<file path="src/rtl/flash_seq_pkg.sv">
`timescale 1ns/1ps
package flash_seq_pkg;
  localparam int PAGE_BYTES = 256;
  localparam int READ_BYTES = 4;
  localparam int CNT_W      = $clog2(PAGE_BYTES + 5);
  localparam int OFS_W      = $clog2(PAGE_BYTES);
  localparam int BUF_AW     = $clog2(PAGE_BYTES / 4);

  localparam logic [2:0] CODE_ERASE = 3'd1;
  localparam logic [2:0] CODE_READ  = 3'd2;
  localparam logic [2:0] CODE_PROG  = 3'd3;
  localparam logic [2:0] CODE_RDST  = 3'd4;
  localparam logic [2:0] CODE_WRST  = 3'd5;

  localparam logic [7:0] INS_WREN   = 8'h06;
  localparam logic [7:0] INS_RDST   = 8'h05;
  localparam logic [7:0] INS_WRST   = 8'h01;
  localparam logic [7:0] INS_READ   = 8'h03;
  localparam logic [7:0] INS_PROG   = 8'h02;
  localparam logic [7:0] INS_SERASE = 8'hD8;

  // shape of one chip-select-low transaction
  typedef struct packed {
    logic [7:0]       inst;
    logic             has_addr;
    logic             src_buf;
    logic [CNT_W-1:0] n_out;
    logic [CNT_W-1:0] n_in;
  } xfer_plan_t;

  function automatic logic op_supported(input logic [2:0] c);
    return (c >= CODE_ERASE) && (c <= CODE_WRST);
  endfunction

  function automatic logic needs_wren(input logic [2:0] c);
    return (c == CODE_ERASE) || (c == CODE_PROG) || (c == CODE_WRST);
  endfunction

  function automatic xfer_plan_t wren_plan();
    xfer_plan_t p;
    p = '0;
    p.inst = INS_WREN;
    return p;
  endfunction

  function automatic xfer_plan_t main_plan(input logic [2:0] c);
    xfer_plan_t p;
    p = '0;
    case (c)
      CODE_ERASE: begin p.inst = INS_SERASE; p.has_addr = 1'b1; end
      CODE_READ:  begin p.inst = INS_READ; p.has_addr = 1'b1; p.n_in = CNT_W'(READ_BYTES); end
      CODE_PROG:  begin p.inst = INS_PROG; p.has_addr = 1'b1; p.src_buf = 1'b1;
                        p.n_out = CNT_W'(PAGE_BYTES); end
      CODE_RDST:  begin p.inst = INS_RDST; p.n_in = CNT_W'(1); end
      CODE_WRST:  begin p.inst = INS_WRST; p.n_out = CNT_W'(1); end
      default:    p.inst = INS_WREN;
    endcase
    return p;
  endfunction

  function automatic logic [23:0] flash_addr(input logic [7:0] sector, input logic [7:0] page);
    return {sector, page, 8'h00};
  endfunction

  function automatic logic [CNT_W-1:0] hdr_len(input logic has_addr);
    return has_addr ? CNT_W'(4) : CNT_W'(1);
  endfunction

  function automatic logic [CNT_W-1:0] last_index(input xfer_plan_t p);
    return hdr_len(p.has_addr) + p.n_out + p.n_in - CNT_W'(1);
  endfunction
endpackage

</file>
<file path="src/rtl/spi_byte_shifter.sv">
`timescale 1ns/1ps
module spi_byte_shifter #(
  parameter int CLK_DIV = 4
) (
  input  logic       clk,
  input  logic       rst_n,
  input  logic       start_i,
  input  logic [7:0] tx_i,
  input  logic       miso_i,
  output logic       sck_o,
  output logic       mosi_o,
  output logic       busy_o,
  output logic       done_o,
  output logic [7:0] rx_o
);
  localparam int HALF = (CLK_DIV / 2 < 1) ? 1 : CLK_DIV / 2;
  localparam int DW   = (HALF > 1) ? $clog2(HALF) : 1;

  logic [DW-1:0] div_cnt;
  logic [2:0]    bit_cnt;
  logic [7:0]    sh;
  logic          half_tick;

  assign half_tick = busy_o && (div_cnt == DW'(HALF - 1));
  assign mosi_o    = sh[7];

  always_ff @(posedge clk) begin
    if (!rst_n) begin
      div_cnt <= '0;
      bit_cnt <= '0;
      sh      <= '0;
      sck_o   <= 1'b0;
      busy_o  <= 1'b0;
      done_o  <= 1'b0;
      rx_o    <= '0;
    end else begin
      done_o <= 1'b0;
      if (start_i && !busy_o) begin
        busy_o  <= 1'b1;
        sh      <= tx_i;
        bit_cnt <= '0;
        div_cnt <= '0;
        sck_o   <= 1'b0;
      end else if (busy_o) begin
        div_cnt <= half_tick ? '0 : div_cnt + DW'(1);
        if (half_tick) begin
          if (!sck_o) begin
            sck_o <= 1'b1;                      // rising: sample
            rx_o  <= {rx_o[6:0], miso_i};
          end else begin
            sck_o <= 1'b0;                      // falling: advance
            if (bit_cnt == 3'd7) begin
              busy_o <= 1'b0;
              done_o <= 1'b1;
            end else begin
              bit_cnt <= bit_cnt + 3'd1;
              sh      <= {sh[6:0], 1'b0};
            end
          end
        end
      end
    end
  end

  a_r2_byte_ends_low: assert property (@(posedge clk) disable iff (!rst_n)
    done_o |-> (!sck_o && !busy_o));
  a_r2_start_only_idle: assert property (@(posedge clk) disable iff (!rst_n)
    start_i |-> !busy_o);
endmodule

</file>
<file path="src/rtl/flash_byte_mux.sv">
`timescale 1ns/1ps
module flash_byte_mux
  import flash_seq_pkg::*;
(
  input  logic [CNT_W-1:0]  byte_idx,
  input  logic [7:0]        inst,
  input  logic              has_addr,
  input  logic              src_buf,
  input  logic              has_rx,
  input  logic [23:0]       addr,
  input  logic [7:0]        wsr,
  input  logic [31:0]       wbuf_word,
  output logic [7:0]        tx_byte,
  output logic [BUF_AW-1:0] wbuf_idx,
  output logic              in_rx
);
  logic [CNT_W-1:0] hl;
  logic [OFS_W-1:0] ofs;
  logic [1:0]       lane;

  assign hl       = hdr_len(has_addr);
  assign ofs      = OFS_W'(byte_idx - hl);
  assign wbuf_idx = ofs[OFS_W-1:2];
  assign lane     = ofs[1:0];
  assign in_rx    = has_rx && (byte_idx >= hl);

  always_comb begin
    if (byte_idx == '0) begin
      tx_byte = inst;
    end else if (byte_idx < hl) begin
      case (byte_idx[1:0])
        2'd1:    tx_byte = addr[23:16];
        2'd2:    tx_byte = addr[15:8];
        default: tx_byte = addr[7:0];
      endcase
    end else if (src_buf) begin
      case (lane)
        2'd0:    tx_byte = wbuf_word[31:24];
        2'd1:    tx_byte = wbuf_word[23:16];
        2'd2:    tx_byte = wbuf_word[15:8];
        default: tx_byte = wbuf_word[7:0];
      endcase
    end else if (!has_rx) begin
      tx_byte = wsr;
    end else begin
      tx_byte = 8'h00;
    end
  end
endmodule

</file>
<file path="src/rtl/flash_op_sequencer.sv">
`timescale 1ns/1ps
module flash_op_sequencer
  import flash_seq_pkg::*;
#(
  parameter int CLK_DIV = 4
) (
  input  logic                    clk,
  input  logic                    rst_n,
  input  logic                    op_valid,
  input  logic [2:0]              op_code,
  input  logic [7:0]              op_page,
  input  logic [7:0]              op_sector,
  input  logic [7:0]              op_status_wr,
  output logic                    op_accept,
  output logic                    op_done,
  output logic [BUF_AW-1:0]       wbuf_idx,
  input  logic [31:0]             wbuf_word,
  output logic [8*READ_BYTES-1:0] rd_word,
  output logic [7:0]              status_byte,
  output logic                    spi_cs_n,
  output logic                    spi_sck,
  output logic                    spi_mosi,
  input  logic                    spi_miso
);
  typedef enum logic [1:0] {S_IDLE, S_XFER, S_GAP} st_e;

  st_e              state;
  logic             wren_ph, inflight;
  logic [CNT_W-1:0] byte_idx, last_idx;
  logic [2:0]       code_q;
  logic [7:0]       page_q, sect_q, wsr_q;
  xfer_plan_t       cur_plan;
  logic             start_byte, shift_busy, shift_done, byte_in_rx, req_ok, last_byte;
  logic [7:0]       tx_byte, rx_byte;

  assign cur_plan   = wren_ph ? wren_plan() : main_plan(code_q);
  assign last_idx   = last_index(cur_plan);
  assign start_byte = (state == S_XFER) && !inflight;
  assign last_byte  = (byte_idx == last_idx);
  assign req_ok     = op_supported(op_code);
  assign spi_cs_n   = (state != S_XFER);

  flash_byte_mux u_mux (
    .byte_idx (byte_idx),
    .inst     (cur_plan.inst),
    .has_addr (cur_plan.has_addr),
    .src_buf  (cur_plan.src_buf),
    .has_rx   (cur_plan.n_in != '0),
    .addr     (flash_addr(sect_q, page_q)),
    .wsr      (wsr_q),
    .wbuf_word(wbuf_word),
    .tx_byte  (tx_byte),
    .wbuf_idx (wbuf_idx),
    .in_rx    (byte_in_rx)
  );

  spi_byte_shifter #(.CLK_DIV(CLK_DIV)) u_shift (
    .clk    (clk),
    .rst_n  (rst_n),
    .start_i(start_byte),
    .tx_i   (tx_byte),
    .miso_i (spi_miso),
    .sck_o  (spi_sck),
    .mosi_o (spi_mosi),
    .busy_o (shift_busy),
    .done_o (shift_done),
    .rx_o   (rx_byte)
  );

  always_ff @(posedge clk) begin
    if (!rst_n) begin
      state       <= S_IDLE;
      wren_ph     <= 1'b0;
      inflight    <= 1'b0;
      byte_idx    <= '0;
      code_q      <= '0;
      page_q      <= '0;
      sect_q      <= '0;
      wsr_q       <= '0;
      rd_word     <= '0;
      status_byte <= '0;
      op_accept   <= 1'b0;
      op_done     <= 1'b0;
    end else begin
      op_accept <= 1'b0;
      op_done   <= 1'b0;
      if (start_byte) inflight <= 1'b1;
      case (state)
        S_IDLE: if (op_valid) begin
          if (req_ok) begin
            code_q    <= op_code;
            page_q    <= op_page;
            sect_q    <= op_sector;
            wsr_q     <= op_status_wr;
            wren_ph   <= needs_wren(op_code);
            byte_idx  <= '0;
            op_accept <= 1'b1;
            state     <= S_XFER;
          end else begin
            op_done <= 1'b1;
          end
        end
        S_XFER: if (shift_done) begin
          inflight <= 1'b0;
          if (byte_in_rx) begin
            if (cur_plan.n_in == CNT_W'(1)) status_byte <= rx_byte;
            else rd_word <= {rd_word[8*READ_BYTES-9:0], rx_byte};
          end
          if (last_byte) begin
            if (wren_ph) state <= S_GAP;
            else begin
              state   <= S_IDLE;
              op_done <= 1'b1;
            end
          end else begin
            byte_idx <= byte_idx + CNT_W'(1);
          end
        end
        S_GAP: begin
          wren_ph  <= 1'b0;
          byte_idx <= '0;
          state    <= S_XFER;
        end
        default: state <= S_IDLE;
      endcase
    end
  end

  a_r2_sck_low_when_deselected: assert property (@(posedge clk) disable iff (!rst_n)
    spi_cs_n |-> !spi_sck);
  a_r2_select_held_while_shifting: assert property (@(posedge clk) disable iff (!rst_n)
    shift_busy |-> !spi_cs_n);
  a_r3_gap_after_wren: assert property (@(posedge clk) disable iff (!rst_n)
    (wren_ph && shift_done && last_byte) |=> (spi_cs_n && !op_done) ##1 !spi_cs_n);
  a_r9_reserved_no_bus: assert property (@(posedge clk) disable iff (!rst_n)
    (state == S_IDLE && op_valid && !req_ok) |=> (op_done && !op_accept && spi_cs_n));
  a_r10_done_with_cs_high: assert property (@(posedge clk) disable iff (!rst_n)
    op_done |-> spi_cs_n);
  a_r10_accept_starts_bus: assert property (@(posedge clk) disable iff (!rst_n)
    op_accept |-> (!spi_cs_n && !op_done));
endmodule

</file>
<file path="config.mk">
export PLATFORM = sky130hd
export DESIGN_NAME = flash_op_sequencer
export DESIGN_NICKNAME = d
export VERILOG_FILES = /design/src/rtl/flash_seq_pkg.sv /design/src/rtl/spi_byte_shifter.sv /design/src/rtl/flash_byte_mux.sv /design/src/rtl/flash_op_sequencer.sv
export SDC_FILE = /design/constraint.sdc
export NUM_CORES = 1
export LEC_CHECK = 0
export ABC_AREA = 1
export BUFFER_PORTS_ARGS = -buffer_cell sky130_fd_sc_hd__buf_2
export CAP_MARGIN = 20
export CORE_MARGIN = 2
export CORE_UTILIZATION = 55
export CTS_CLUSTER_DIAMETER = 80
export DETAILED_ROUTE_END_ITERATION = 12
export PLACE_DENSITY = 0.8
export SYNTH_ARGS = -nofsm -noshare
export SYNTH_HDL_FRONTEND = slang
export SYNTH_SLANG_ARGS = --single-unit
</file>
<file path="constraint.sdc">
create_clock -name clk -period 3 [get_ports clk]
set_input_delay 0.3 -clock clk [delete_from_list [all_inputs] [get_ports clk]]
set_output_delay 0.3 -clock clk [all_outputs]
set_load 0.05 [all_outputs]
</file>
; Word-level counts from Yosys, hierarchy flattened
; Index checks and enable logic that the tools add are counted.
; Widths: inputs -> output; s select.
[word_totals]
ff_bits = 105
input_bits = 63
out_inout_bits = 51
word_cells = 143
[classes]
addsub = 7
order_cmp = 4
eq_ne = 24
n_mux = 50
bitwise_logic = 7
reduce_logical = 32
[op_table]
columns = op, n
row1 = $mux 8, 9
row2 = $pmux 8 s5, 1
row3 = $mux 9, 4
row4 = $mux 28, 1
row5 = $pmux 9 s3, 1
row6 = $pmux 8 s3, 1
row7 = $reduce_and 4->1, 6
row8 = $mux 1, 21
row9 = $add 9x9->9, 2
row10 = $pmux 9 s2, 1
row11 = $pmux 8 s2, 1
row12 = $eq 3x3->1 const B, 4
row13 = $mux 2, 5
row14 = $add 9x1->9 const B, 1
row15 = $eq 3x2->1 const B, 3
row16 = $eq 9x1->1 const B, 1
row17 = $eq 9x9->1, 1
row18 = $ge 9x3->1, 1
row19 = $logic_not 9->1, 1
row20 = $lt 9x3->1, 1
row21 = $reduce_and 3->1, 3
row22 = $reduce_bool 9->1, 1
row23 = $sub 9x1->9 const B, 1
row24 = $ne 2x2->1 const B, 4
row25 = 25 further kinds, 49

; Logic depth before layout (Yosys ltp)
[depth]
depth_word = 12
mapped_depth = 21
depth_no_buf = 21

; By module
; From an unflattened synthesis, not the netlist that was laid out.
[unflattened]
hier_cells = 837
hier_area_um2 = 5565.3
[modules_own_cells]
columns = mod, instances, cells_per_inst, area_per_inst_um2, seq_area_each_um2
row1 = flash_op_sequencer, 1, 494, 3534.6, 1641.6
row2 = flash_byte_mux, 1, 208, 1031.0, 0.0
row3 = spi_byte_shifter, 1, 135, 999.7, 460.4

; Worst setup path before layout
; OpenSTA, ideal clock, no wires.
[synth_path]
kind = register to output
startpoint = register code_q[2]
endpoint = output port wbuf_idx[5]
arrival_ps = 2559
t_required_ps = 2700
setup_slack_ps = 141
stages_incl_launch_ff = 11
path_buffers = 0
cell_sequence = dfxtp_1 -> inv_2 -> o21ai_0 -> nor2_1 -> inv_1 -> ha_1 -> inv_1 -> nor3_1 -> or3_1 -> nor3_1 -> xor2_1
[synth_between]
elab_chain_cells = 6
elab_cells_between_ends = 8
classes_between = add/sub: 1 / eq/ne: 3 / mux: 3 / reduce/logical: 1
[synth_rtl]
columns = element, line_no
row1 = from (decl), flash_op_sequencer.sv:30  ; logic [2:0] code_q;
row2 = from (signal assigned), flash_op_sequencer.sv:91  ; code_q <= op_code;
row3 = $eq 3x2->1 / $eq 3x1->1 (equally long branches), flash_seq_pkg.sv:49  ; case (c)
row4 = $reduce_or 3->1 (no source line) *, n/a
row5 = $mux 1 *, flash_seq_pkg.sv:49
row6 = $mux 28 *, flash_op_sequencer.sv:36  ; assign cur_plan = wren_ph ? wren_plan() : main_plan(code_q);
row7 = $mux 3 *, flash_seq_pkg.sv:66  ; return has_addr ? CNT_W'(4) : CNT_W'(1);
row8 = $sub 8x8->8 *, flash_byte_mux.sv:22  ; assign ofs = OFS_W'(byte_idx - hl);
row9 = to (decl), flash_op_sequencer.sv:16  ; output logic [BUF_AW-1:0] wbuf_idx,
; Every way passes the cells marked *; elsewhere a longest branch is shown, timed or not.

; Worst setup path after layout
; Same ends and word-level chain as after synthesis.

==> metrics.md <==
| Metric | Value |
|---|---|
| Run status | finished clean |
| Largest net degree at the start of global routing | 55 |
| Final worst path period need | 2.871 ns |
| Dominant register cell in the synthesized netlist | sky130_fd_sc_hd__dfxtp_1 |
| Yosys warnings | 0 |
| Number of clock sinks | 105 |
| Count of final max-slew check failures | 0 |
| Type of destination of the critical path | primary output |
| Count of buffers inserted at the top-level ports | 113 |
| Static leakage | 2.856 nW |
| Clock Skews | 0.01709 ns |
| Crit path required time | 2.70 ns |
| TritonCTS clock tree | built |
| Top cell types by occurrence after synthesis | 145 x sky130_fd_sc_hd__nand2_1, 105 x sky130_fd_sc_hd__dfxtp_1, 100 x sky130_fd_sc_hd__inv_1 |
| Antenna cells | 0 |
| Global-route wire length before repair | 21.78 mm |
| Placed wire-length estimate | 9.891 mm |
| Cts-stage hold buffer count | 0 |
| Power density over the cells | 549.2 nW/um2 |
| Share of flip-flops with an asynchronous set or reset | 0% |
| Worst max-slew margin expressed relative to the limit | 63.02% |
| Power share of the combinational group | 28.9% |
| Standard-cell rows | 35 |
| Maximum number of buffers from clock root to sink | 2 |
| Die Footprint | 10440 um2 |
| Post-Synthesis Net Count | 836 |
| Final cycle utilization of the critical path | 95.71% |
| Height of the die | 102.2 um |
| Number of vias after detailed routing | 5202 |
| FF/Latch Area | 2110 um2 |
| Part of the total power dissipated in the clock network | 27.4% |
| Final setup margin | 0.1286 ns |
| Number of failing hold endpoints at the final stage | 0 |
| Final net count | 950 |
| Synth Register Bits | 105 |
| Number of nets with antenna violations after detailed routing | 0 |
| Clock latency on the worst-skew pair | 0.38 ns |
| Syn-to-layout area delta | 18.71% |
| Top cells by area, synth | sky130_fd_sc_hd__dfxtp_1 40%, sky130_fd_sc_hd__nand2_1 10%, sky130_fd_sc_hd__a21oi_1 7.6% |
| Proportion of synthesized chip area in sequential cells | 39.63% |
| Share of power burned in registers | 43.7% |
| Endpoint of the most critical register-to-register path | byte_idx[1]$_SDFFE_PN0P_ |
| Placed instance count | 981 |
| Clk root buf | sky130_fd_sc_hd__clkbuf_8 |
| Multi-input gate area in the final layout | 2663 um2 |
| Number of remaining DRC errors | 0 |
| Startpoint types | flip-flop |
| Biggest fanout along the worst timing path | 3 |
| Hold Path Origin | op_page[1] |
| Cell accounting for the most synthesized area | sky130_fd_sc_hd__dfxtp_1 |
| Standard cell core area | 9284 um2 |
| Worst vdd ir | 0.4222 mV |
| WS Path Type | reg2out |
| Placer Congestion | 0.9328 |
| Overall overflow remaining after global route | 0 |
| Destination of the worst hold path | page_q[1]$_SDFFE_PN0P_ |
| Cts bufs inserted | 9 |
| Unrepaired setup endpoints after global routing | yes |
| Final instance area | 6296 um2 |
| Worst Hold Depth | 3 |
| Dpl ws | 0.07874 ns |
| Final number of setup-violating endpoints | 0 |
| Arr. time, crit path | 2.57 ns |
| Effective utilization at floorplan | 57.13% |
| Initial DRC Count | 254 |
| Reg-to-reg setup timing slack | 0.14 ns |
| Post-layout utilization of the core | 67.82% |
| Net Sw Power | 1.261 mW |
| Pre-Repair DR Iteration Count | 5 |
| Reg clk slew, reported paths | 0.11 ns |
| Worst reg2reg path depth | 21 |
| Design Power | 3.457 mW |
| MaxCap Viol Count | 0 |
| Total routing usage reported by global routing | 25.93% |
| Total number of H-tree levels | 3 |
| Floorplan die width | 102.2 um |
| Share of layout cells above drive strength 1 | 21.75% |
| Number of enable-type register cells in the synthesized netlist | 0 |
| Average wire length per cell after detail routing | 13.17 um |
| Gate Count Post-Synth | 759 |
| Internal power of the cells | 2.197 mW |
| Beginning of the worst register-to-register path | code_q[1]$_SDFFE_PN0P_ |
| Maximum clock frequency | 348.3 MHz |
| Antenna violations before repair | 0 |
| Switching power as a share of total power | 36.47% |
| Number of top-level pins | 114 |
| Total standard cell area after synthesis | 5304 um2 |
| Area after DPL | 5936 um2 |
| Vias in the first global route | 4800 |
| Measured slew at the worst slew-check pin | 0.5532 ns |
| Total of fill cells in the finished design | 862 |
| Syn_area_per_cell | 6.988 um2 |
| Non-filler cells in the finished layout | 1007 |
| Vias per cell | 5.166 |
| Yosys cell types | 38 |
| Hold crit path type | in2reg |
| Top-area cell type share of the netlist area | 39.63% |
| Overall routed net length | 13.27 mm |
| Most frequently used cell type in the post-synthesis netlist | sky130_fd_sc_hd__nand2_1 |
worst max-delay path: stages, from the launching register on:
cell and delay [ns]:
sky130_fd_sc_hd__dfxtp_2 0.35, sky130_fd_sc_hd__inv_2 0.08, sky130_fd_sc_hd__o21ai_0 0.10, sky130_fd_sc_hd__nor2_1 0.16, sky130_fd_sc_hd__inv_1 0.13, sky130_fd_sc_hd__ha_4 0.24, sky130_fd_sc_hd__inv_1 0.09, sky130_fd_sc_hd__nor3_1 0.06
sky130_fd_sc_hd__or3_1 0.40, sky130_fd_sc_hd__nor3_2 0.21, sky130_fd_sc_hd__xor2_1 0.16, sky130_fd_sc_hd__buf_4 0.21
registers in the layout (all words and copies together), names as in the netlist, 2 cells and up, named ones only:
signal,flops
status_byte,8
sect_q,8
state,2
rd_word,32
code_q,3
page_q,8
u_shift.sh,8
byte_idx,9
u_shift.rx_o,8
u_shift.bit_cnt,3
wsr_q,8
routing by layer:
layer | vias up | GRT usage (%) | wire (um)
met5 | - | 0 | 0
met4 | 0 | 9.231 | 195
met3 | 18 | 4.378 | 527
met2 | 128 | 43.78 | 6619
met1 | 2364 | 33.60 | 5923
li1 | 2692 | - | -
through the flow:
stage                     setup TNS, ns  hold slack (ns)
final                                 0           0.1638
after global routing            -0.2529           0.1755
after detailed placement              0           0.4352
after CTS                             0           0.1628
after global placement                0           0.4316
after floorplan                       0           0.4216
timing repair:
item | 4_1_cts | 5_1_grt
gates cloned | 0 | 1
setup endpoints to repair | 1 | 32
resized for setup | 3 | 9
pin swaps | 1 | 2
setup buffers | 4 | 5
worst max path at each step:
stage	slack, ns	endpoint	from
6_report	0.13	wbuf_idx[5]	code_q[2]$_SDFFE_PN0P_
5_1_grt	-0.05	byte_idx[6]$_SDFFE_PN0P_	code_q[1]$_SDFFE_PN0P_
4_1_cts	0.03	byte_idx[1]$_SDFFE_PN0P_	wren_ph$_SDFFE_PN0P_
3_5_place_dp	0.08	byte_idx[1]$_SDFFE_PN0P_	code_q[2]$_SDFFE_PN0P_
3_3_place_gp	0.22	byte_idx[1]$_SDFFE_PN0P_	wren_ph$_SDFFE_PN0P_
2_1_floorplan	0.14	wbuf_idx[5]	code_q[2]$_SDFFE_PN0P_
cell families (layout without fill, tap and decap cells):
| logic type | Yosys count | count (layout) | share of synthesized area (%) |
|---|---|---|---|
| adders and majority gates | 14 | 14 | 3.303 |
| DFF | 105 | 105 | 39.63 |
| buffers and inverters | 138 | 256 | 11.02 |
| and+or+nand+nor | 296 | 297 | 24.49 |
| AOI/OAI and AO/OA | 199 | 199 | 20.41 |
| xor gates and xnor gates | 7 | 7 | 1.156 |
power by group through the flow:
stage | Clock, mW | Combinational, mW | Sequential (mW)
after floorplan | 0 | 0.708 | 1.54
after global placement | 0 | 0.917 | 1.54
after detailed placement | 0 | 0.939 | 1.54
after CTS | 0.964 | 0.958 | 1.51
after global routing | 1.01 | 1.11 | 1.52
final | 0.948 | 0.999 | 1.51
cell usage in the layout, fill, tap and decap left out, types with 7 or more instances in the layout:
master and count:
sky130_fd_sc_hd__a21oi_2 7, sky130_fd_sc_hd__o21ai_0 65, sky130_fd_sc_hd__nor2_1 79, sky130_fd_sc_hd__ha_1 13
sky130_fd_sc_hd__nand4_1 10, sky130_fd_sc_hd__o21ai_1 26, sky130_fd_sc_hd__dfxtp_1 101, sky130_fd_sc_hd__nand3_1 33
sky130_fd_sc_hd__nor3_1 8, sky130_fd_sc_hd__o22ai_1 7, sky130_fd_sc_hd__inv_1 100, sky130_fd_sc_hd__buf_2 112
sky130_fd_sc_hd__a21oi_1 81, sky130_fd_sc_hd__nand2_1 145, sky130_fd_sc_hd__clkbuf_8 9, sky130_fd_sc_hd__buf_4 17
area by class of cell:
cell class / instances / area share [%]
clock inverters: 7 / 1.610
repair buffers: 131 / 11.57
inverters: 109 / 6.498
multi-input cells: 517 / 42.29
well taps: 129 / 2.564
clock buffers: 9 / 1.967
flip-flops and latches: 105 / 33.51
(Power assumes the default switching activity.)
